[config.mk]
export PLATFORM = sky130hd
export DESIGN_NAME = fifo_svc_monitor
export DESIGN_NICKNAME = d
export VERILOG_FILES = /design/src/rtl/fifo_svc_pkg.sv /design/src/rtl/fifo_svc_cfg.sv /design/src/rtl/fifo_svc_level.sv /design/src/rtl/fifo_svc_err.sv /design/src/rtl/fifo_svc_monitor.sv
export SDC_FILE = /design/constraint.sdc
export NUM_CORES = 1
export LEC_CHECK = 0
export BUFFER_PORTS_ARGS = -buffer_cell sky130_fd_sc_hd__buf_2
export CAP_MARGIN = 20
export CORE_ASPECT_RATIO = 1.25
export CORE_MARGIN = 2
export CORE_UTILIZATION = 35
export CTS_CLUSTER_SIZE = 30
export DETAILED_ROUTE_END_ITERATION = 10
export HOLD_SLACK_MARGIN = 0.03
export PLACE_DENSITY = 0.85
export SLEW_MARGIN = 20
export SYNTH_ARGS = -nofsm -noshare
export SYNTH_HDL_FRONTEND = slang
export SYNTH_SLANG_ARGS = --single-unit
[constraint.sdc]
create_clock -name clk -period 1.36 [get_ports clk]
set_clock_uncertainty 0.1 [all_clocks]
set_input_delay 0 -clock clk [delete_from_list [all_inputs] [get_ports clk]]
set_output_delay 0 -clock clk [all_outputs]
set_load 0.01 [all_outputs]
[src/rtl/fifo_svc_pkg.sv]
// Package: shared control-word type and level-code decoding.
// Assumes FIFO depth is a multiple of four.
package fifo_svc_pkg;

    typedef struct packed {
        logic       wfull_en;
        logic       rstall_en;
        logic [2:0] wr_lvl;
        logic [2:0] rd_lvl;
    } svc_cfg_t;

    // Level code to entry threshold: quarters of depth, codes 4..7 are full
    function automatic int unsigned lvl_to_thr(input logic [2:0] code,
                                               input int unsigned depth);
        int unsigned t;
        if (code >= 3'd4) t = depth;
        else              t = (depth / 4) * int'(code);
        return t;
    endfunction

endpackage

[src/rtl/fifo_svc_cfg.sv]
// Control word register: holds level codes and error enables.
// Assumes single-cycle writes; the unused bits are not stored.
module fifo_svc_cfg
    import fifo_svc_pkg::*;
(
    input  logic        clk,
    input  logic        rst_n,
    input  logic        cfg_we,
    input  logic [31:0] cfg_wdata,
    output svc_cfg_t    cfg,
    output logic [31:0] cfg_rdata
);

    svc_cfg_t cfg_q;

    // Load the control fields on a write; reset to level 3 / errors off
    always_ff @(posedge clk) begin
        if (!rst_n) begin
            cfg_q <= '{wfull_en: 1'b0, rstall_en: 1'b0, wr_lvl: 3'd3, rd_lvl: 3'd3};
        end else if (cfg_we) begin
            cfg_q.wfull_en  <= cfg_wdata[17];
            cfg_q.rstall_en <= cfg_wdata[16];
            cfg_q.wr_lvl    <= cfg_wdata[6:4];
            cfg_q.rd_lvl    <= cfg_wdata[2:0];
        end
    end

    // Readback with unused bits forced to zero
    always_comb begin
        cfg_rdata     = '0;
        cfg_rdata[17] = cfg_q.wfull_en;
        cfg_rdata[16] = cfg_q.rstall_en;
        cfg_rdata[6:4] = cfg_q.wr_lvl;
        cfg_rdata[2:0] = cfg_q.rd_lvl;
    end

    assign cfg = cfg_q;

    // the cycle after reset the word holds its reset value
    a_r1_reset_word: assert property (@(posedge clk) disable iff (!rst_n)
        $past(!rst_n) |-> (cfg_rdata == 32'h0000_0033));

    // without a write the word holds
    a_r1_hold_word: assert property (@(posedge clk) disable iff (!rst_n)
        ($past(rst_n) && !$past(cfg_we)) |-> $stable(cfg_rdata));

endmodule

[src/rtl/fifo_svc_level.sv]
// Threshold comparator for one FIFO. IS_READ=1 triggers at or above the
// level (fullness), IS_READ=0 triggers at or below it (room to fill).
// Assumes count never exceeds DEPTH.
module fifo_svc_level
    import fifo_svc_pkg::*;
#(
    parameter int unsigned DEPTH   = 8,
    parameter bit          IS_READ = 1'b1,
    localparam int unsigned CNT_W  = $clog2(DEPTH + 1)
) (
    input  logic             clk,
    input  logic             rst_n,
    input  logic [2:0]       lvl,
    input  logic [CNT_W-1:0] count,
    input  logic             req_en,
    output logic             req
);

    logic [CNT_W-1:0] thr;
    logic             hit;

    // Decode the level code into an entry count
    always_comb thr = CNT_W'(lvl_to_thr(lvl, DEPTH));

    // Direction chosen at elaboration time
    generate
        if (IS_READ) begin : g_rd
            assign hit = (count >= thr);
        end else begin : g_wr
            assign hit = (count <= thr);
        end
    endgenerate

    assign req = req_en && hit;

    // a disabled request stays low
    a_r2_gate: assert property (@(posedge clk) disable iff (!rst_n)
        !req_en |-> !req);

    generate
        if (IS_READ) begin : g_ard
            // a full read FIFO always requests service when enabled
            a_r2_full: assert property (@(posedge clk) disable iff (!rst_n)
                (req_en && count == CNT_W'(DEPTH)) |-> req);
        end else begin : g_awr
            // an empty write FIFO always requests data when enabled
            a_r3_empty: assert property (@(posedge clk) disable iff (!rst_n)
                (req_en && count == '0) |-> req);
        end
    endgenerate

endmodule

[src/rtl/fifo_svc_err.sv]
// Latency error monitor: write into full FIFO and read stalled behind
// queued writes. Flags are sticky with write-1 clear; set wins.
// Assumes a stalled write holds its strobe and each read strobes once.
module fifo_svc_err #(
    parameter int unsigned DEPTH  = 8,
    localparam int unsigned CNT_W = $clog2(DEPTH + 1)
) (
    input  logic             clk,
    input  logic             rst_n,
    input  logic             wfull_en,
    input  logic             rstall_en,
    input  logic [CNT_W-1:0] wr_count,
    input  logic             bus_wr_strobe,
    input  logic             bus_rd_strobe,
    input  logic             bus_rd_done,
    input  logic [1:0]       err_clr,
    output logic             wr_ready,
    output logic             err_wfull,
    output logic             err_rstall
);

    logic wfull_now;
    logic held_q;
    logic pend_q;
    logic set_wfull;
    logic set_rstall;

    assign wfull_now  = (wr_count == CNT_W'(DEPTH));
    assign wr_ready   = !wfull_now;
    assign set_wfull  = wfull_en && bus_wr_strobe && wfull_now && !held_q;
    assign set_rstall = bus_rd_done && pend_q;

    // Remember that the current write attempt is already stalled
    always_ff @(posedge clk) begin
        if (!rst_n) held_q <= 1'b0;
        else        held_q <= bus_wr_strobe && wfull_now;
    end

    // Mark a read issued with writes queued ahead of it until it returns
    always_ff @(posedge clk) begin
        if (!rst_n)                                              pend_q <= 1'b0;
        else if (bus_rd_strobe && rstall_en && wr_count != '0)   pend_q <= 1'b1;
        else if (bus_rd_done)                                    pend_q <= 1'b0;
    end

    // Sticky error flags, new event beats a clear
    always_ff @(posedge clk) begin
        if (!rst_n) begin
            err_wfull  <= 1'b0;
            err_rstall <= 1'b0;
        end else begin
            err_wfull  <= (err_wfull  && !err_clr[1]) || set_wfull;
            err_rstall <= (err_rstall && !err_clr[0]) || set_rstall;
        end
    end

    // the write-full flag only rises after a write hit a full FIFO
    a_r6_wfull_cause: assert property (@(posedge clk) disable iff (!rst_n)
        $rose(err_wfull) |-> $past(bus_wr_strobe && wr_count == CNT_W'(DEPTH) && wfull_en));

    // the read-stall flag only rises at a read completion
    a_r7_rstall_cause: assert property (@(posedge clk) disable iff (!rst_n)
        $rose(err_rstall) |-> $past(bus_rd_done));

    // a flag without a clear stays set
    a_r8_sticky: assert property (@(posedge clk) disable iff (!rst_n)
        (err_wfull && !err_clr[1]) |=> err_wfull);

    // ready is low whenever the write FIFO is full
    a_r5_ready: assert property (@(posedge clk) disable iff (!rst_n)
        (wr_count == CNT_W'(DEPTH)) |-> !wr_ready);

endmodule

[src/rtl/fifo_svc_monitor.sv]
// Top: FIFO threshold service requests plus latency error monitor.
// Assumes occupancy counts come from FIFOs of depth DEPTH.
module fifo_svc_monitor
    import fifo_svc_pkg::*;
#(
    parameter int unsigned DEPTH  = 8,
    localparam int unsigned CNT_W = $clog2(DEPTH + 1)
) (
    input  logic             clk,
    input  logic             rst_n,
    input  logic             cfg_we,
    input  logic [31:0]      cfg_wdata,
    output logic [31:0]      cfg_rdata,
    input  logic [1:0]       err_clr,
    input  logic [CNT_W-1:0] rd_count,
    input  logic [CNT_W-1:0] wr_count,
    input  logic             rd_req_en,
    input  logic             wr_req_en,
    input  logic             bus_wr_strobe,
    input  logic             bus_rd_strobe,
    input  logic             bus_rd_done,
    output logic             wr_ready,
    output logic             rd_req,
    output logic             wr_req,
    output logic             err_wfull,
    output logic             err_rstall,
    output logic             err_irq
);

    svc_cfg_t cfg;

    fifo_svc_cfg u_cfg (
        .clk       (clk),
        .rst_n     (rst_n),
        .cfg_we    (cfg_we),
        .cfg_wdata (cfg_wdata),
        .cfg       (cfg),
        .cfg_rdata (cfg_rdata)
    );

    fifo_svc_level #(.DEPTH(DEPTH), .IS_READ(1'b1)) u_rd_lvl (
        .clk    (clk),
        .rst_n  (rst_n),
        .lvl    (cfg.rd_lvl),
        .count  (rd_count),
        .req_en (rd_req_en),
        .req    (rd_req)
    );

    fifo_svc_level #(.DEPTH(DEPTH), .IS_READ(1'b0)) u_wr_lvl (
        .clk    (clk),
        .rst_n  (rst_n),
        .lvl    (cfg.wr_lvl),
        .count  (wr_count),
        .req_en (wr_req_en),
        .req    (wr_req)
    );

    fifo_svc_err #(.DEPTH(DEPTH)) u_err (
        .clk           (clk),
        .rst_n         (rst_n),
        .wfull_en      (cfg.wfull_en),
        .rstall_en     (cfg.rstall_en),
        .wr_count      (wr_count),
        .bus_wr_strobe (bus_wr_strobe),
        .bus_rd_strobe (bus_rd_strobe),
        .bus_rd_done   (bus_rd_done),
        .err_clr       (err_clr),
        .wr_ready      (wr_ready),
        .err_wfull     (err_wfull),
        .err_rstall    (err_rstall)
    );

    // Error interrupt combines both sticky flags
    assign err_irq = err_wfull || err_rstall;

    // no interrupt without a flag
    a_r9_irq: assert property (@(posedge clk) disable iff (!rst_n)
        (!err_wfull && !err_rstall) |-> !err_irq);

endmodule

* Yosys cells after proc, flatten, opt, wreduce, memory -nomap -nowiden
Index checks and enable logic that the tools add are counted. W data, S select, Z words.
Storage, ports and cells: bits in writable memories 0, word-level logic and storage cells 37, register bits after elaboration 12, latch bits 0, bits in read-only memories 0, output and inout bits 38, memories 0
Operators by class: bitwise operators 0, multipliers 0, shift operators 0, equality and inequality tests 1, reductions and logical operators 20, order comparisons 4, add/sub/neg operators 0, divide/modulo/power cells 0, muxes and demuxes 4
Operators with widths (number):
- $logic_and A1 B1 Y1 | 11
- $mux W4 | 2
- $ge A3 B3 Y1 const B | 2
- $eq A4 B4 Y1 const B | 1
- $ge A4 B4 Y1 | 1
- $le A4 B4 Y1 | 1
- $logic_not A1 Y1 | 4
- $reduce_bool A4 Y1 | 1
- $logic_or A1 B1 Y1 | 3
- $mux W1 | 2
- $reduce_bool A2 Y1 | 1

* Depth between registers and ports, before layout
Gate-level depths: netlist of the first run.
depth in word-level cells 4, gate-level depth with buffers 6

* Modules after synthesis
From an unflattened synthesis of the first run, not the netlist that was laid out.
Second synthesis, totals: cell total of the unflattened synthesis 102, area total of the unflattened synthesis 894.6 um2
Modules (own cells, without submodules):
- fifo_svc_cfg | cells an instance 58, times used 1, seq. area each 160.2 um2, area each 535.5 um2
- fifo_svc_err | cells an instance 18, times used 1, seq. area each 80.1 um2, area each 173.9 um2
- fifo_svc_level (u_rd_lvl) | cells an instance 13, times used 1, seq. area each 0.0 um2, area each 91.3 um2
- fifo_svc_level (u_wr_lvl) | cells an instance 12, times used 1, seq. area each 0.0 um2, area each 87.6 um2
- fifo_svc_monitor | cells an instance 1, times used 1, seq. area each 0.0 um2, area each 6.3 um2

* Worst setup path before layout of the first run
OpenSTA, ideal clock, no wires.
path type reg-to-output, from register u_cfg.cfg_q (netlist bit u_cfg.cfg[5]), to output port wr_req, cell stages (with the launch flop) 7, path slack 113 ps, arrival 1147 ps, path buffers 0, data required time 1260 ps, path through dfxtp_1 > inv_1 > nand2_1 > ha_1 > nor2b_1 > nor3_1 > o21a_1
On the way: word-level cells in the longest chain between the ends 4
Ends and longest elaborated chain:
- start, declared | line fifo_svc_cfg.sv:14 | svc_cfg_t cfg_q;
- start signal, assigned | line fifo_svc_cfg.sv:19 | cfg_q <= '{wfull_en: 1'b0, rstall_en: 1'b0, wr_lvl: 3'd3, rd_lvl: 3'd3};
- $ge A3 B3 Y1 | line fifo_svc_pkg.sv:16 | if (code >= 3'd4) t = depth;
- $mux W4 * | line fifo_svc_pkg.sv:16
- $le A4 B4 Y1 * | line fifo_svc_level.sv:30 | assign hit = (count <= thr);
- $logic_and A1 B1 Y1 * | line fifo_svc_level.sv:34 | assign req = req_en && hit;
- end, declared | line fifo_svc_monitor.sv:24 | output logic wr_req,
Mark *: on every way between the ends. The rest lies on a longest branch, timed or not.

* Worst setup path after layout of the first run
Same ends and word-level chain as after synthesis.

==> results of run 1 <==
[cell type report]
class	count	area share
inverters	5	0.0160
well taps	31	0.0292
repair buffers	63	0.329
flip-flops and latches	12	0.188
clock buffers	4	0.0273
multi-input cells	75	0.411
[sequential cells by signal, indices dropped and copies added (netlist names)]
signal,count
u_cfg.cfg,8
u_err.err_rstall,1
u_err.err_wfull,1
u_err.held_q,1
u_err.pend_q,1
[power by group]
group | switching, µW | leakage, µW | internal (µW)
clock network | 122 | 0.0000210 | 163
registers | 15.1 | 0.0000989 | 368
logic | 147 | 0.000561 | 161
[layer usage]
layer  vias to the layer above  GRT usage
li1                        390          -
met1                       366      0.172
met2                        61      0.356
met3                         9     0.0399
met4                         0      0.100
met5                         -          0
[how the worst min path moves through the flow]
stage                 start      endpoint  slack [ps]  cells past startpoint
6_report        wr_count[2]  u_err.pend_q          20                      3
5_1_grt               rst_n  u_err.pend_q          40                      3
4_1_cts         wr_count[2]  u_err.pend_q         -20                      3
3_5_place_dp   cfg_wdata[5]  u_cfg.cfg[4]         120                      3
3_3_place_gp   cfg_wdata[4]  u_cfg.cfg[3]         110                      3
2_1_floorplan   wr_count[3]      wr_ready         -40                      1
[worst register-to-register path: stages, from the launching register on]
cell and delay [ps]:
dfxtp_1 350, nand2_1 70, a21boi_1 140, dlygate4sd3_1 550
[Yosys cell counts, drive strengths merged]
master  count
or2         1
ha          6
nand4b      2
nand2       9
o21a        1
dfxtp      12
conb        1
nor2b       8
inv         5
a21boi      1
nand2b      1
nand3       1
nor4        1
nand3b      2
a21oi       1
nor2        2
o21ai       5
buf        28
nor3        2
mux2i       8
[cell families after synthesis]
logic type / Yosys count / synth area share
simple gates: 29 / 0.195
flops: 12 / 0.284
fa+ha+maj: 6 / 0.0888
mux: 8 / 0.0947
buf+inv: 33 / 0.275
compound gates: 8 / 0.0577
other cells: 1 / 0.00443
[through the flow]
step / std cells / hold slack [ps] / worst slack (ps) / setup TNS [ps] / total power (µW)
global route: 190 / 39.3 / -362 / -620 / 1040
detailed placement: 162 / 120 / 14.5 / 0 / 586
global placement: 162 / 114 / 9.21 / 0 / 579
floorplan: 120 / -36.8 / 113 / 0 / 567
CTS: 197 / -19.8 / -252 / -455 / 959
finish: 190 / 20.1 / -298 / -488 / 977
[repair_timing]
item,CTS,global route
pin swaps,3,7
resized for setup,12,18
setup endpoints to repair,2,13
cloned,0,0
hold buffers,29,1
buffers inserted,2,0
endpoints found under the hold margin,12,6
==> results.cfg, run 1 <==
[critical_path]
rr_endpoint = u_err.err_rstall
crit_type = flop to primary output
critical_path_buf_inv_count = 3
critPathCaptureType = primary output
timing.critical_path.fanout_max = 3
cp_data_required_time_ps = 1260
worst-r2r-cell-count = 3
worstSetupStartpoint = u_cfg.cfg[5]
timing.rr.start = u_err.pend_q
crit_path_end = wr_req
critical-path-top-delay-family = flip-flops
worst-endpoint-arrival_ps = 1560
crit_path_cell_trace = inv_4 > buf_6 > ha_4 > nand4b_1 > o21ai_2 > o21a_1 > buf_2
ff2ff_setup_slack_ps = 100
setup.worst_path.start_class = flop
worst_path_max_delay_cell = dfxtp_4
critical-path-max-stage-delay_ps = 380
crit_cells = 7

[yosys]
mapped_cells = 97
yosysWarnings = 0
ys_types = 25
post_synth.cell_area_avg_um2 = 8.72
yosys.area.top_type = dfxtp_1
synth_seq_area_share = 0.284
yosys-top-cells-area = dfxtp_1 (28%), buf_4 (24%), mux2i_1 (9.5%)
synth_area_um2 = 846
synth_top_cell_area_share = 0.284
synth-seq-cells = 12

[die]
pin_count = 88
dieWidth_um = 48.0
initial_core_util = 0.378
die-height_um = 59.0
coreArea_mm2 = 0.00223
die_area_mm2 = 0.00283
row_count = 19

[cts]
clockBufferDepth = 2
clk_latency_ps = 280
clk_pin_slew_ps = 80
num_cts_buffers = 3
cts_tree = done
h-tree-depth = 1
clock-root-buffer = clkbuf_4
clkSinkCount = 12

[global_route]
grt_start_max_net_pins = 12
globalRouteOverflowTotal = 0
global_route_wire_length_before_repair_mm = 3.62
grt_pass1_vias = 861
antenna_found_initial = 0
total_routing_usage_reported_by_global_routing = 0.188

[detailed_routing]
drt-initial-drc-count = 8
top_layer = met4
wl_met2_mm = 1.24
routed-wl-met3_um = 192
total_via_count_after_detailed_routing = 826
drc_violations_left = 0
route.detailed.vias_per_inst = 4.35
m1WireLength_um = 796
drt-total-wl_mm = 2.30
antenna_left = 0
routed_wire_length_per_instance_um = 12.1
firstDrtPassIters = 4

[placement]
dpl.hpwl_mm = 1.27
gp_routability_congestion = 0.681
number_of_buffers_inserted_by_port_buffering = 39
placedInstanceArea_um2 = 952

[run]
maxCapViolations = 0

[cells_and_area]
num_antenna_cells = 0
final_layout_size_suffix_gt1_frac = 0.428
seqCellArea_um2 = 250
area.growth.synth_to_final_pct = 57.1
area_of_the_multi_input_gates_um2 = 546
most-common-layout-cells = buf_2 (39), conb_1 (24), dlygate4sd3_1 (21)
total_nets_final = 216
fillerInstances = 181
postLayoutCoreUtil = 0.595
postLayoutCellArea_mm2 = 0.00133
mostFrequentLayoutCell = buf_2

[timing]
final_hold_viols = 0
timing.fmax_ghz = 0.603
slew_violations = 0
layout_setup_ws_ps = -298
post-route-min-period_ps = 1660
rsz0062_at_grt = true
timing.final.setup_violations = 2
final.period_utilization = 1.22

[power_and_ir_drop]
power.density_mw_per_mm2 = 735
worst_ir_drop_vdd_mv = 0.648
leakage_power_total_uw = 0.000681

[status]
outcome = finished, violations left
failed_checks = setup timing

[worst_hold_path]
hp-class = primary input to flop
Note: power is estimated with default switching activity, not from simulation.
==> inputs of run 2 (changes only) <==
--- a/config.mk
+++ b/config.mk
@@ -9,11 +9,12 @@
 export CAP_MARGIN = 20
 export CORE_ASPECT_RATIO = 1.25
 export CORE_MARGIN = 2
-export CORE_UTILIZATION = 35
+export CORE_UTILIZATION = 31
 export CTS_CLUSTER_SIZE = 30
 export DETAILED_ROUTE_END_ITERATION = 10
 export HOLD_SLACK_MARGIN = 0.03
-export PLACE_DENSITY = 0.85
+export PLACE_DENSITY = 0.8
+export SETUP_SLACK_MARGIN = 0.3
 export SLEW_MARGIN = 20
 export SYNTH_ARGS = -nofsm -noshare
 export SYNTH_HDL_FRONTEND = slang
==> constraint.sdc (replaced) <==
create_clock -name clk -period 1.37 [get_ports clk]
set_clock_uncertainty 0.1 [all_clocks]
set_input_delay 0 -clock clk [delete_from_list [all_inputs] [get_ports clk]]
set_output_delay 0 -clock clk [all_outputs]
set_load 0.01 [all_outputs]
==> results.cfg, run 2 (synthesis results as in run 1) <==
[cts]
clk_latency_ps = 270
h-tree-depth = 1
cts-hold-fix-buffers = 17
clk_pin_slew_ps = 70
clockBufferDepth = 2
cts_tree = done
clkSinkCount = 12
clock-root-buffer = clkbuf_4
num_cts_buffers = 3

[status]
failed_checks = hold timing, setup timing
outcome = finished, violations left

[die]
coreArea_mm2 = 0.00263
pin_count = 88
die_area_mm2 = 0.00316
row_count = 21
dieWidth_um = 50.7
die-height_um = 62.4
initial_core_util = 0.322

[global_route]
grt_pass1_vias = 748
grt_start_max_net_pins = 15
antenna_found_initial = 0
globalRouteOverflowTotal = 0
global_route_wire_length_before_repair_mm = 3.06
total_routing_usage_reported_by_global_routing = 0.129

[power_and_ir_drop]
worst_ir_drop_vdd_mv = 0.236
leakage_power_total_uw = 0.000668
power.density_mw_per_mm2 = 682
power_uw = 869

[detailed_routing]
route.detailed.vias_per_inst = 4.11
antenna_left = 0
firstDrtPassIters = 4
routed_wire_length_per_instance_um = 10.4
drt-initial-drc-count = 6
drc_violations_left = 0
total_via_count_after_detailed_routing = 789
drt-total-wl_mm = 1.99

[timing]
rsz0062_at_grt = true
timing.final.setup_violations = 2
layout_setup_ws_ps = -250
timing.fmax_ghz = 0.617
hold-worst-slack_ps = -29.1
slew_violations = 0
post-route-min-period_ps = 1620
sum_of_negative_setup_slack_ps = -390
final_hold_viols = 2
final.period_utilization = 1.18

[critical_path]
setup.worst_path.start_class = flop
timing.critical_path.fanout_max = 3
cp_data_required_time_ps = 1270
crit_type = flop to primary output
worst-endpoint-arrival_ps = 1520
timing.rr.start = u_cfg.cfg[5]
rr_endpoint = u_cfg.cfg[5]
critPathCaptureType = primary output
worst-r2r-cell-count = 3
ff2ff_setup_slack_ps = 510

[worst_hold_path]
hold_end = u_err.held_q
hp-class = primary input to flop
timing.hold.worst.start = wr_count[2]
whs_path_depth = 4

[cells_and_area]
final_layout_size_suffix_gt1_frac = 0.418
largest_register_ff_count = 8
mostFrequentLayoutCell = buf_2
most-common-layout-cells = buf_2 (38), conb_1 (24), dlygate4sd3_1 (15)
num_antenna_cells = 0
total_nets_final = 216
area.growth.synth_to_final_pct = 50.6
postLayoutCoreUtil = 0.485

[placement]
gp_routability_congestion = 0.647
dpl.hpwl_mm = 1.31
number_of_buffers_inserted_by_port_buffering = 39

[run]
maxCapViolations = 0
==> run 2: report_power, final <==
part	switching, µW	internal, µW	leakage, µW
logic	132	145	0.000554
registers	12.4	365	0.000100
clock network	113	102	0.0000138
==> run 2: layout make-up <==
type | count | area [µm²]
timing repair buffer | 63 | 429
multi-input combinational | 75 | 512
tap | 34 | 42.5
fill | 261 | 1350
sequential | 12 | 249
inverter | 5 | 18.8
clock buffer | 3 | 22.5
==> run 2: routing by layer <==
| metal | wire length, µm | up-vias | GRT usage |
|---|---|---|---|
| li1 | - | 390 | - |
| met1 | 718 | 339 | 0.128 |
| met2 | 993 | 50 | 0.217 |
| met3 | 182 | 10 | 0.0335 |
| met4 | 96 | 0 | 0.108 |
| met5 | 0 | - | 0 |
==> run 2: what timing repair did <==
item | in CTS | in global routing
endpoints found under the hold margin | 12 | 2
resized for setup | 4 | 12
setup endpoints to repair | 3 | 4
cloned | 0 | 0
pin swaps | 2 | 9
setup buffers | 2 | 4
==> run 2: worst max-delay path by stage <==
stage                 startpoint  endpoint  depth (start not counted)
CTS                 u_cfg.cfg[5]    wr_req                          7
global route        u_cfg.cfg[5]    wr_req                          7
floorplan           u_cfg.cfg[5]    wr_req                          6
detailed placement  u_cfg.cfg[5]    wr_req                          7
global placement    u_cfg.cfg[5]    wr_req                          7
finish              u_cfg.cfg[5]    wr_req                          7
==> run 2: worst max-delay path, stage by stage (launching register included) <==
cell and delay (ps):
dfxtp_4 360, inv_2 40, buf_4 120, ha_1 290
nand4b_1 80, o21ai_1 70, o21a_1 160, buf_2 130
==> run 2: through the flow <==
step                      hold WS, ps  std cells  area (µm²)  setup WS [ps]
after detailed placement          123        166         971           29.5
after floorplan                 -36.8        120         940            147
final                           -29.1        192        1270           -250
after global placement            117        166         971           37.5
after global routing            -11.2        192        1270           -330
after CTS                       -29.3        188        1190           -258
==> inputs of run 3 (changes only) <==
==> constraint.sdc (replaced) <==
create_clock -name clk -period 1.4 [get_ports clk]
set_clock_uncertainty 0.1 [all_clocks]
set_input_delay 0 -clock clk [delete_from_list [all_inputs] [get_ports clk]]
set_output_delay 0 -clock clk [all_outputs]
set_load 0.01 [all_outputs]
==> results.cfg, run 3 (synthesis results as in run 1) <==
[placement]
number_of_buffers_inserted_by_port_buffering = 39
gp_routability_congestion = 0.649
placedInstanceArea_um2 = 963
place_ws_ps = 47.2
dpl.hpwl_mm = 1.30

[power_and_ir_drop]
leakage_power_total_uw = 0.000656
worst_ir_drop_vdd_mv = 0.301
power.density_mw_per_mm2 = 668

[global_route]
globalRouteOverflowTotal = 0
global_route_wire_length_before_repair_mm = 2.97
grt_pass1_vias = 714
antenna_found_initial = 0
grt_start_max_net_pins = 15
total_routing_usage_reported_by_global_routing = 0.127

[detailed_routing]
firstDrtPassIters = 3
drc_violations_left = 0
route.detailed.vias_per_inst = 4.11
routed_wire_length_per_instance_um = 10.1
antenna_left = 0
total_via_count_after_detailed_routing = 780
drt-total-wl_mm = 1.93
drt-initial-drc-count = 5

[cells_and_area]
area.growth.synth_to_final_pct = 49.3
most-common-layout-cells = buf_2 (37), conb_1 (24), dlygate4sd3_1 (15)
postLayoutCellArea_mm2 = 0.00126
largest_register_ff_count = 8
num_antenna_cells = 0
fillerInstances = 263
total_nets_final = 214
final_layout_size_suffix_gt1_frac = 0.410
mostFrequentLayoutCell = buf_2

[critical_path]
worst-r2r-cell-count = 4
setup.worst_path.start_class = flop
cp_data_required_time_ps = 1300
crit_type = flop to primary output
timing.critical_path.fanout_max = 2
critPathCaptureType = primary output
worst-endpoint-arrival_ps = 1470

[die]
coreArea_mm2 = 0.00263
row_count = 21
pin_count = 88
initial_core_util = 0.322
dieWidth_um = 50.7
die-height_um = 62.4
die_area_mm2 = 0.00316

[timing]
final_hold_viols = 1
timing.final.setup_violations = 2
post-route-min-period_ps = 1570
timing.fmax_ghz = 0.637
layout_setup_ws_ps = -169
hold-worst-slack_ps = -5.70
final.period_utilization = 1.12
sum_of_negative_setup_slack_ps = -301
slew_violations = 0
rsz0062_at_grt = true

[status]
failed_checks = hold timing, setup timing
outcome = finished, violations left

[worst_hold_path]
whs_path_depth = 3
hp-class = primary input to flop

[cts]
clk_latency_ps = 270
cts_tree = done
h-tree-depth = 1
clockBufferDepth = 2
clkSinkCount = 12
clk_pin_slew_ps = 70
clock-root-buffer = clkbuf_4
num_cts_buffers = 3

[run]
maxCapViolations = 0
==> run 3: critical path, cell delays in order (launching register included) <==
cell and delay [ps]:
dfxtp_2 330, buf_6 120, nor2b_4 120, ha_4 200, nand4b_1 70, o21ai_1 60
o21a_1 170, buf_2 130
==> run 3: per-layer routing <==
layer,share of wire,GRT usage,routed length [µm]
met5,0,0,0
met4,0.033,0.0845,64
met3,0.094,0.0311,181
met2,0.51,0.225,986
met1,0.36,0.125,695
==> run 3: final timing paths <==
path	from	to	slack [ps]
setup reg to reg	u_cfg.cfg[5]	u_cfg.cfg[5]	440
setup / recovery	u_cfg.cfg[5]	wr_req	-170
hold reg to reg	u_err.pend_q	u_err.err_rstall	390
hold / removal	wr_count[2]	u_err.pend_q	-6
==> run 3: layout make-up <==
type | count | area [µm²] | share of cell area
Sequential cell | 12 | 246 | 0.195
Tap cell | 34 | 42.5 | 0.0337
Inverter | 5 | 18.8 | 0.0149
Clock buffer | 3 | 22.5 | 0.0178
Timing Repair Buffer | 61 | 424 | 0.336
Multi-Input combinational cell | 75 | 508 | 0.402
==> run 3: repair_timing <==
action	in CTS	in global routing
endpoints found under the hold margin	12	0
hold buffers	17	0
gates resized for setup	10	6
gates cloned	0	0
pin swaps	7	6
setup endpoints to repair	3	4
buffers inserted	4	1
==> run 3: power by group <==
part,internal (µW),leakage [µW],switching (µW),total [µW]
clock network,99.7,0.0000138,108,207
logic,139,0.000543,127,266
registers,358,0.0000991,11.7,370
total,597,0.000656,246,844
==> run 3: per-stage QoR <==
stage / hold WS [ps] / utilization / cells / total power (µW)
after floorplan: -36.8 / - / 120 / 556
after global placement: 117 / 0.367 / 165 / 570
after detailed placement: 125 / 0.367 / 165 / 574
after CTS: -11.1 / 0.467 / 189 / 840
after global routing: 54.1 / 0.480 / 190 / 899
final: -5.70 / 0.480 / 190 / 844
